$ cat config.mk
export PLATFORM = sky130hd
export DESIGN_NAME = wp_cache_lookup
export DESIGN_NICKNAME = d
export VERILOG_FILES = /design/src/rtl/wp_cache_pkg.sv /design/src/rtl/wp_way_bank.sv /design/src/rtl/wp_pred_table.sv /design/src/rtl/wp_cache_lookup.sv
export SDC_FILE = /design/constraint.sdc
export NUM_CORES = 2
export LEC_CHECK = 0
export BUFFER_PORTS_ARGS = -buffer_cell sky130_fd_sc_hd__buf_2
export CAP_MARGIN = 10
export CORE_ASPECT_RATIO = 2
export CORE_MARGIN = 2
export CORE_UTILIZATION = 35
export DETAILED_ROUTE_END_ITERATION = 8
export HOLD_SLACK_MARGIN = 0.02
export MAX_ROUTING_LAYER = met4
export PLACE_DENSITY = 0.48
export SYNTH_ARGS = -nofsm -noshare
export SYNTH_HDL_FRONTEND = slang
export SYNTH_HIERARCHICAL = 1
export SYNTH_SLANG_ARGS = --single-unit
$ cat constraint.sdc
create_clock -name clk -period 10.87 [get_ports clk]
set_input_delay 0.5435 -clock clk [delete_from_list [all_inputs] [get_ports clk]]
set_output_delay 0.5435 -clock clk [all_outputs]
set_load 0.01 [all_outputs]
$ cat src/rtl/wp_cache_pkg.sv
package wp_cache_pkg;
  typedef enum logic [1:0] {
    ST_IDLE   = 2'd0,
    ST_REREAD = 2'd1,
    ST_CMP    = 2'd2
  } wp_state_e;
endpackage

$ cat src/rtl/wp_way_bank.sv
module wp_way_bank #(
  parameter int SETS   = 8,
  parameter int TAG_W  = 11,
  parameter int DATA_W = 32,
  localparam int IDX_W = $clog2(SETS)
) (
  input  logic              clk,
  input  logic              rst_n,
  input  logic              wr_en,
  input  logic [IDX_W-1:0]  wr_idx,
  input  logic [TAG_W-1:0]  wr_tag,
  input  logic [DATA_W-1:0] wr_data,
  input  logic              rd_en,
  input  logic [IDX_W-1:0]  rd_idx,
  output logic              rd_valid,
  output logic [TAG_W-1:0]  rd_tag,
  output logic [DATA_W-1:0] rd_data
);
  logic [SETS-1:0]   vld_q;
  logic [TAG_W-1:0]  tag_q [SETS];
  logic [DATA_W-1:0] dat_q [SETS];

  always_ff @(posedge clk or negedge rst_n) begin
    if (!rst_n) vld_q <= '0;
    else if (wr_en) vld_q[wr_idx] <= 1'b1;
  end

  always_ff @(posedge clk) begin
    if (wr_en) begin
      tag_q[wr_idx] <= wr_tag;
      dat_q[wr_idx] <= wr_data;
    end
  end

  // A disabled bank returns nothing, as if its arrays were not clocked.
  always_comb begin
    rd_valid = rd_en & vld_q[rd_idx];
    rd_tag   = rd_en ? tag_q[rd_idx] : '0;
    rd_data  = rd_en ? dat_q[rd_idx] : '0;
  end
endmodule

$ cat src/rtl/wp_pred_table.sv
module wp_pred_table #(
  parameter int SETS = 8,
  parameter int WAYS = 4,
  localparam int IDX_W = $clog2(SETS),
  localparam int WAY_W = $clog2(WAYS)
) (
  input  logic             clk,
  input  logic             rst_n,
  input  logic [IDX_W-1:0] rd_idx,
  output logic [WAY_W-1:0] rd_way,
  input  logic             wr_en,
  input  logic [IDX_W-1:0] wr_idx,
  input  logic [WAY_W-1:0] wr_way
);
  logic [WAY_W-1:0] way_q [SETS];

  always_ff @(posedge clk or negedge rst_n) begin
    if (!rst_n) begin
      for (int s = 0; s < SETS; s++) way_q[s] <= '0;
    end else if (wr_en) begin
      way_q[wr_idx] <= wr_way;
    end
  end

  assign rd_way = way_q[rd_idx];
endmodule

$ cat src/rtl/wp_cache_lookup.sv
module wp_cache_lookup
  import wp_cache_pkg::*;
#(
  parameter int WAYS      = 4,
  parameter int SETS      = 8,
  parameter int ADDR_W    = 16,
  parameter int DATA_W    = 32,
  parameter int OFF_W     = 2,
  parameter int PAGE_BITS = 12,
  parameter int WAY_SEL   = 0,
  parameter int CNT_W     = 16,
  localparam int IDX_W    = $clog2(SETS),
  localparam int WAY_W    = $clog2(WAYS),
  localparam int TAG_W    = ADDR_W - IDX_W - OFF_W
) (
  input  logic              clk,
  input  logic              rst_n,
  input  logic              req_valid,
  output logic              req_ready,
  input  logic [ADDR_W-1:0] req_addr,
  input  logic              fill_valid,
  output logic              fill_ready,
  input  logic [WAY_W-1:0]  fill_way,
  input  logic [ADDR_W-1:0] fill_addr,
  input  logic [DATA_W-1:0] fill_data,
  output logic              resp_valid,
  output logic              resp_hit,
  output logic              resp_fast,
  output logic [DATA_W-1:0] resp_data,
  output logic              busy,
  output logic [WAYS-1:0]   arr_en,
  output logic [CNT_W-1:0]  cnt_access,
  output logic [CNT_W-1:0]  cnt_fast,
  output logic [CNT_W-1:0]  cnt_slow,
  output logic [CNT_W-1:0]  cnt_miss
);
  // the index must lie inside the page offset
  if (IDX_W + OFF_W > PAGE_BITS) begin : g_cap_check
    $error("index and offset bits exceed the page offset");
  end
  if (WAYS != 2 && WAYS != 4) begin : g_way_check
    $error("WAYS must be 2 or 4");
  end

  wp_state_e         state_q;
  logic [IDX_W-1:0]  idx_q;
  logic [TAG_W-1:0]  tag_q;
  logic [WAY_W-1:0]  pred_q;
  logic [WAYS-1:0]   hold_val;
  logic [TAG_W-1:0]  hold_tag [WAYS];
  logic [DATA_W-1:0] hold_dat [WAYS];

  logic [TAG_W-1:0]  req_tag;
  logic [IDX_W-1:0]  req_idx, rd_idx, fill_idx;
  logic [WAY_W-1:0]  pred_way, slow_way, pred_wr_way;
  logic              accept, do_fill, fast_hit, pred_we;
  logic [WAYS-1:0]   b_val, slow_vec;
  logic [TAG_W-1:0]  b_tag [WAYS];
  logic [DATA_W-1:0] b_dat [WAYS];

  assign req_tag    = req_addr[ADDR_W-1 -: TAG_W];
  assign req_idx    = req_addr[OFF_W +: IDX_W];
  assign fill_idx   = fill_addr[OFF_W +: IDX_W];
  assign busy       = (state_q != ST_IDLE);
  assign fill_ready = !busy;
  assign req_ready  = !busy && !fill_valid;
  assign accept     = req_valid && req_ready;
  assign do_fill    = fill_valid && fill_ready;
  assign rd_idx     = busy ? idx_q : req_idx;

  wp_pred_table #(.SETS(SETS), .WAYS(WAYS)) u_pred (
    .clk(clk), .rst_n(rst_n), .rd_idx(rd_idx), .rd_way(pred_way),
    .wr_en(pred_we), .wr_idx(do_fill ? fill_idx : idx_q), .wr_way(pred_wr_way)
  );

  always_comb begin
    arr_en = '0;
    if (accept) begin
      if (WAY_SEL != 0) arr_en[pred_way] = 1'b1;
      else              arr_en = '1;
    end else if (state_q == ST_REREAD) begin
      arr_en = '1;
      arr_en[pred_q] = 1'b0;
    end
  end

  for (genvar w = 0; w < WAYS; w++) begin : g_way
    wp_way_bank #(.SETS(SETS), .TAG_W(TAG_W), .DATA_W(DATA_W)) u_bank (
      .clk(clk), .rst_n(rst_n),
      .wr_en(do_fill && (fill_way == WAY_W'(w))), .wr_idx(fill_idx),
      .wr_tag(fill_addr[ADDR_W-1 -: TAG_W]), .wr_data(fill_data),
      .rd_en(arr_en[w]), .rd_idx(rd_idx),
      .rd_valid(b_val[w]), .rd_tag(b_tag[w]), .rd_data(b_dat[w])
    );
    assign slow_vec[w] = (pred_q != WAY_W'(w)) && hold_val[w] && (hold_tag[w] == tag_q);
  end

  assign fast_hit = b_val[pred_way] && (b_tag[pred_way] == req_tag);

  always_comb begin
    slow_way = '0;
    for (int w = WAYS - 1; w >= 0; w--) if (slow_vec[w]) slow_way = WAY_W'(w);
  end

  assign pred_we     = do_fill || (state_q == ST_CMP && |slow_vec);
  assign pred_wr_way = do_fill ? fill_way : slow_way;

  always_ff @(posedge clk) begin
    if (accept || state_q == ST_REREAD) begin
      for (int w = 0; w < WAYS; w++) begin
        if (arr_en[w]) begin
          hold_tag[w] <= b_tag[w];
          hold_dat[w] <= b_dat[w];
        end
      end
    end
    if (accept) begin
      idx_q  <= req_idx;
      tag_q  <= req_tag;
      pred_q <= pred_way;
    end
  end

  always_ff @(posedge clk or negedge rst_n) begin
    if (!rst_n) begin
      state_q    <= ST_IDLE;
      hold_val   <= '0;
      resp_valid <= 1'b0;
      resp_hit   <= 1'b0;
      resp_fast  <= 1'b0;
      resp_data  <= '0;
      cnt_access <= '0;
      cnt_fast   <= '0;
      cnt_slow   <= '0;
      cnt_miss   <= '0;
    end else begin
      resp_valid <= 1'b0;
      if (accept || state_q == ST_REREAD) begin
        for (int w = 0; w < WAYS; w++) if (arr_en[w]) hold_val[w] <= b_val[w];
      end
      unique case (state_q)
        ST_IDLE: if (accept) begin
          cnt_access <= cnt_access + 1'b1;
          if (fast_hit) begin
            resp_valid <= 1'b1;
            resp_hit   <= 1'b1;
            resp_fast  <= 1'b1;
            resp_data  <= b_dat[pred_way];
            cnt_fast   <= cnt_fast + 1'b1;
          end else begin
            state_q <= (WAY_SEL != 0) ? ST_REREAD : ST_CMP;
          end
        end
        ST_REREAD: state_q <= ST_CMP;
        ST_CMP: begin
          state_q    <= ST_IDLE;
          resp_valid <= 1'b1;
          resp_fast  <= 1'b0;
          resp_hit   <= |slow_vec;
          resp_data  <= (|slow_vec) ? hold_dat[slow_way] : '0;
          if (|slow_vec) cnt_slow <= cnt_slow + 1'b1;
          else           cnt_miss <= cnt_miss + 1'b1;
        end
        default: state_q <= ST_IDLE;
      endcase
    end
  end
endmodule

Word level (Yosys, flattened, before mapping)
Memories as Yosys holds them, arrays and structs flattened. Cells that the tools add are included.

Add/subtract/negate cells: 4. Magnitude comparators: 10. Eq/ne operators: 16. Multiplexer cells: 77. Bitwise operators: 13. Reduce and logical (&&, ||, !) cells: 40.

Operators by type and width (count): two-way mux 32 bit (9); two-way mux 11 bit (6); adder 16 x 1 -> 16 bit (second input constant) (4); binary-select mux 32 bit (select 2 bit) (1); one-hot mux 32 bit (2 select lines) (1); == test 11 bit (5); bitwise OR 8 bit (4); two-way mux 1 bit (31); binary-select mux 11 bit (select 2 bit) (1); logical AND 1 bit (20); two-way mux 2 bit (10); bitwise mux 16 bit (1); AND reduction 2 bit (8); binary-select mux 1 bit (select 3 bit) (4); != test 2 bit (second input constant) (5); greater-or-equal comparator 4 bit (second input constant) (2); less-than comparator 3 x 4 -> 1 bit (second input constant) (2); two-way mux 4 bit (2); NOT 3 -> 4 bit (2); binary-select mux 2 bit (select 3 bit) (1); demux 2 bit (select 3 bit) (1); == test 2 bit (second input constant) (3); less-than comparator 2 x 3 -> 1 bit (second input constant) (2); two-way mux 3 bit (2); other kinds (21) (33).

Bits in registers: 169. Bits in writable memories: 1548. Input port bits: 70. Output and inout port bits: 106. Memories kept: 10.

Memories: g_way[0].u_bank.dat_q (depth 8, bits a word 32, rd ports 1, clocked after Yosys merged registers in 0, write ports 1, line wp_way_bank.sv:21) `logic [DATA_W-1:0] dat_q [SETS];`; g_way[1].u_bank.dat_q (depth 8, bits a word 32, rd ports 1, clocked after Yosys merged registers in 0, write ports 1, line wp_way_bank.sv:21); g_way[2].u_bank.dat_q (depth 8, bits a word 32, rd ports 1, clocked after Yosys merged registers in 0, write ports 1, line wp_way_bank.sv:21); g_way[3].u_bank.dat_q (depth 8, bits a word 32, rd ports 1, clocked after Yosys merged registers in 0, write ports 1, line wp_way_bank.sv:21); hold_dat (depth 4, bits a word 32, rd ports 1, clocked after Yosys merged registers in 0, write ports 4, line wp_cache_lookup.sv:51) `logic [DATA_W-1:0] hold_dat [WAYS];`; g_way[0].u_bank.tag_q (depth 8, bits a word 11, rd ports 1, clocked after Yosys merged registers in 0, write ports 1, line wp_way_bank.sv:20) `logic [TAG_W-1:0] tag_q [SETS];`; 4 more memories.

Longest topological paths before layout
Depth in word-level cells: 16. Mapped depth: 17. Gate-level depth less buffers: 12.

Cells and area by module
The synthesis kept the hierarchy.

Modules (own cells, without submodules): wp_way_bank (times used 4, cells each 676, area an instance 13920.9 µm², seq. area each 10530.1 µm²); wp_cache_lookup (times used 1, cells each 879, area an instance 12924.9 µm², seq. area each 8247.9 µm²); wp_pred_table (times used 1, cells each 46, area an instance 787.0 µm², seq. area each 400.4 µm²).

Worst setup path before layout
Ideal clock, no wire load.

Kind: input to register. From: in fill_valid. To: reg resp_data[10]. Setup time: 121 ps. Arrival time: 8003 ps. Data required time: 10749 ps. Setup slack: 2746 ps. Cell stages on the path: 15. Path through: nor2_1 nand2_1 clkinv_1 clkbuf_1 o21ai_0 a221oi_2 mux4_2 xnor2_1 nand4_1 or4_4 buf_2 buf_1 nor2_1 nor2_1 o22a_1.

RTL lines: from (decl) (line wp_cache_lookup.sv:21) `input logic fill_valid,`; to (signal assigned) (line wp_cache_lookup.sv:148) `resp_data <= b_dat[pred_way];`; to (signal assigned) (line wp_cache_lookup.sv:160) `resp_data <= (|slow_vec) ? hold_dat[slow_way] : '0;`; to (decl) (line wp_cache_lookup.sv:29) `output logic [DATA_W-1:0] resp_data,`.

==> metrics <==
outcome=finished clean; vias per std cell=5.33; number of distinct library cells after synthesis=52; number of buffers created by CTS=161; total internal power=10.8 mW; die outline area=0.202 mm²; Syn Area/Cell=19.1 µm²; Final Hold Fails=0; first-pass iteration count of the detailed router=5; die boundary width=319 µm; total number of vias=34.9k; overall routing resource usage=20.2%; leading post-synthesis cells by cell area=sky130_fd_sc_hd__edfxtp_1, sky130_fd_sc_hd__mux4_2, sky130_fd_sc_hd__dfrtp_1; via count of the first global-routing pass=36.4k; cells resized by post-CTS repair=0; Sequential Power Share=52.8%; Area growth, synth to finish=12.7%; Combinational Power Share=8.1%; top-area cell type share of the netlist area=67.7%; transition time at the pin with the least slew margin=1150 ps; peak fanout along the critical path=43; buffers added on ports=171; routability congestion estimate from global placement=0.761; final clock period utilization by the worst path=66.8%; placeable core region=0.197 mm²; clock latency at the later pin of the worst-skew pair=800 ps; Tmin final=7270 ps; Primary FF master, synth=sky130_fd_sc_hd__edfxtp_1; power per unit of standard cell area=181 mW/mm²; total standard cell area after synthesis=0.0694 mm²; Synth async-reset ratio=8.86%; number of warning messages in the yosys log=6; synthesized net count=3703; final total negative setup slack=0 ps; total DRC errors in the routed layout=0; dominant cell type by area after synthesis=sky130_fd_sc_hd__edfxtp_1; total number of clock tree sinks=1716; type of the worst min-delay path=in2reg; final cell utilization of the core=39.6%; CP Data Arrival Time=7990 ps; start-to-end type of the worst setup path=reg2reg; maximum clock insertion buffer count=4; initial antenna violation count=14; highest achievable clock rate=138 MHz; number of ports placed on the die boundary=176; max capacitance violation total=0; average wire length per cell after detail routing=30.5 µm; Rel. slew slack=23.5%; level count of the clock H-tree=4; CP Data Required Time=11600 ps; pin count of the biggest net entering global routing=124; unrepaired setup endpoints after global routing=no; synthesis-stage register bit count=1716; critical path capture point type=flop; EDFF count, synth=1564; register-to-register setup slack=3600 ps; placement row count=231; die outline height=634 µm; final clock skew=37.5 ps; worst setup slack after placement=3450 ps; count of routing violations after the opening detailed-route iteration=2827; effective utilization at floorplan=35.2%; switching share of power=23.3%; detailed-route wire length=200 mm; CP Launch Type=flop; root buffer cell=sky130_fd_sc_hd__clkbuf_16; synthesized instance count=3629; worst ir drop on vdd=0.109 mV; filler cell count in the final layout=17.8k; global-route congestion overflow total=0; Switching Power=3.29 mW; count of endpoints failing setup in the final report=0; TritonCTS clock tree=done; clock transition at the register clock pins on the worst setup and hold paths after CTS=70 ps; post-detailed-route count of antenna-violating nets=0; DP HPWL=109 mm; nets@finish=3948; final critical-path setup slack=3600 ps; final slew viol count=0; share of the yosys chip area belonging to registers=73.2%; leakage power=26.4 nW; fraction of layout cells with a size suffix above 1=28.3%; first-pass GRT wire length=280 mm; part of the total power dissipated in the clock network=39.2%
worst max-delay path, cell delays in order (launching register included):
cell                       delay (ps)
sky130_fd_sc_hd__dfrtp_4          660
sky130_fd_sc_hd__mux2_8           710
sky130_fd_sc_hd__buf_4            660
sky130_fd_sc_hd__or2b_4           410
sky130_fd_sc_hd__buf_4            680
sky130_fd_sc_hd__o21ai_0          210
sky130_fd_sc_hd__a221oi_1         370
sky130_fd_sc_hd__mux4_2           320
sky130_fd_sc_hd__xnor2_1          210
sky130_fd_sc_hd__nand4_1          260
sky130_fd_sc_hd__or4_4            970
sky130_fd_sc_hd__nand2_2          830
sky130_fd_sc_hd__buf_4            500
sky130_fd_sc_hd__o22a_1           200
metrics by stage:
step | area, µm² | total power, mW | instances | hold WS (ps)
floorplan | 69400 | 8.30 | 3629 | 248
global placement | 73100 | 8.73 | 6259 | 442
detailed placement | 73100 | 8.75 | 6259 | 450
CTS | 78200 | 14.3 | 6554 | 191
global route | 78200 | 14.6 | 6559 | 244
finish | 78200 | 14.1 | 6559 | 241
cell usage after synthesis, types with 4 or more instances:
| master | count |
|---|---|
| sky130_fd_sc_hd__o21ai_0 | 180 |
| sky130_fd_sc_hd__nand3_1 | 19 |
| sky130_fd_sc_hd__nor3_1 | 18 |
| sky130_fd_sc_hd__o22a_1 | 32 |
| sky130_fd_sc_hd__edfxtp_1 | 1564 |
| sky130_fd_sc_hd__mux4_1 | 24 |
| sky130_fd_sc_hd__nor2_2 | 10 |
| sky130_fd_sc_hd__clkbuf_1 | 51 |
| sky130_fd_sc_hd__a221oi_1 | 20 |
| sky130_fd_sc_hd__and3_1 | 11 |
| sky130_fd_sc_hd__nand2_1 | 53 |
| sky130_fd_sc_hd__buf_4 | 44 |
| sky130_fd_sc_hd__xnor2_1 | 80 |
| sky130_fd_sc_hd__clkbuf_2 | 16 |
| sky130_fd_sc_hd__nand4_1 | 24 |
| sky130_fd_sc_hd__and2_1 | 4 |
| sky130_fd_sc_hd__nor2_1 | 105 |
| sky130_fd_sc_hd__buf_2 | 27 |
| sky130_fd_sc_hd__a221oi_2 | 156 |
| sky130_fd_sc_hd__mux2i_1 | 240 |
| sky130_fd_sc_hd__nand2b_1 | 14 |
| sky130_fd_sc_hd__mux4_2 | 200 |
| sky130_fd_sc_hd__buf_1 | 5 |
| sky130_fd_sc_hd__or2_2 | 32 |
| sky130_fd_sc_hd__buf_6 | 31 |
| sky130_fd_sc_hd__dfrtp_1 | 152 |
| sky130_fd_sc_hd__mux2_2 | 204 |
| sky130_fd_sc_hd__buf_12 | 16 |
| sky130_fd_sc_hd__or2b_4 | 4 |
| sky130_fd_sc_hd__inv_1 | 185 |
| sky130_fd_sc_hd__xor2_1 | 35 |
| sky130_fd_sc_hd__nor4_1 | 8 |
| sky130_fd_sc_hd__o22ai_1 | 32 |
| sky130_fd_sc_hd__ha_1 | 4 |
power groups by stage:
stage	clock network [mW]	registers, mW	logic (mW)
after floorplan	0	7.58	0.717
after global placement	0	7.59	1.15
after detailed placement	0	7.59	1.16
after CTS	5.67	7.45	1.17
after global routing	5.88	7.46	1.22
final	5.53	7.45	1.14
kinds of logic after synthesis:
logic type / count (synthesis) / share of synthesized area (%)
muxes: 668 / 14.2
adders and majority gates: 4 / 0.0721
AOI/OAI and AO/OA: 426 / 5.70
buffers and inverters: 376 / 3.06
and+or+nand+nor: 324 / 2.39
DFF: 1716 / 73.2
xor gates and xnor gates: 115 / 1.45
per-layer routing:
metal	GRT usage (%)	wire, µm	vias to the layer above
li1	-	-	14956
met1	23.1	77700	18889
met2	37.1	109000	814
met3	2.19	7290	279
met4	6.18	6330	0
met5	-	0	-
sequential cells by signal, indices dropped and copies added (netlist names):
signal              count
resp_hit                1
cnt_slow               16
tag_q                  11
g_way.u_bank/dat_q   1024
resp_valid              1
cnt_access             16
resp_fast               1
idx_q                   3
u_pred/way_q           16
g_way.u_bank/vld_q     32
g_way.u_bank/tag_q    352
cnt_miss               16
resp_data              32
pred_q                  2
state_q                 1
hold_tag               44
cnt_fast               16
hold_val                4
hold_dat              128
final cells by class:
| type | count | area (µm²) | share of cell area (%) |
|---|---|---|---|
| clock inverter | 71 | 526 | 0.672 |
| inverter | 186 | 706 | 0.903 |
| timing repair buffer | 272 | 1700 | 2.17 |
| clock buffer | 209 | 4440 | 5.68 |
| tap | 2563 | 3210 | 4.10 |
| multi-input combinational | 1537 | 16800 | 21.5 |
| antenna | 5 | 12.5 | 0.0160 |
| sequential | 1716 | 50800 | 64.9 |
what timing repair did:
action / in CTS / in global routing
endpoints found under the hold margin: 57 / 0
setup buffers: 0 / 0
hold buffers: 15 / 0
final timing paths:
path | startpoint | cells past startpoint | endpoint
worst max-delay path | state_q[1] | 13 | resp_data[1]
worst min-delay path | req_valid | 5 | hold_val[0]
worst max register to register | state_q[1] | 13 | resp_data[1]
worst min register to register | cnt_slow[15] | 1 | cnt_slow[15]
max in group asynchronous | rst_n | 4 | resp_data[29]
min in group asynchronous | rst_n | 2 | cnt_miss[8]
layout by cell type (no fill, tap or decap), types with 11 or more instances in the layout:
cell and count:
sky130_fd_sc_hd__edfxtp_1 1564, sky130_fd_sc_hd__inv_1 185, sky130_fd_sc_hd__xnor2_1 80, sky130_fd_sc_hd__or2_2 32, sky130_fd_sc_hd__nor2_1 81, sky130_fd_sc_hd__nand2b_1 14
sky130_fd_sc_hd__clkbuf_16 166, sky130_fd_sc_hd__nand3_1 19, sky130_fd_sc_hd__mux4_2 200, sky130_fd_sc_hd__dfrtp_1 151, sky130_fd_sc_hd__o22ai_1 32, sky130_fd_sc_hd__buf_2 170
sky130_fd_sc_hd__clkinv_2 27, sky130_fd_sc_hd__buf_4 83, sky130_fd_sc_hd__and3_1 11, sky130_fd_sc_hd__nand4_1 24, sky130_fd_sc_hd__o21ai_0 180, sky130_fd_sc_hd__o22a_1 32
sky130_fd_sc_hd__mux2i_1 240, sky130_fd_sc_hd__nand2_1 52, sky130_fd_sc_hd__dlygate4sd3_1 15, sky130_fd_sc_hd__mux4_1 24, sky130_fd_sc_hd__a221oi_2 156, sky130_fd_sc_hd__a221oi_1 20
sky130_fd_sc_hd__clkbuf_8 13, sky130_fd_sc_hd__clkinv_1 26, sky130_fd_sc_hd__clkbuf_1 30, sky130_fd_sc_hd__mux2_2 199, sky130_fd_sc_hd__xor2_1 35, sky130_fd_sc_hd__nor2_4 28
Power figures use the tool's default switching activity.
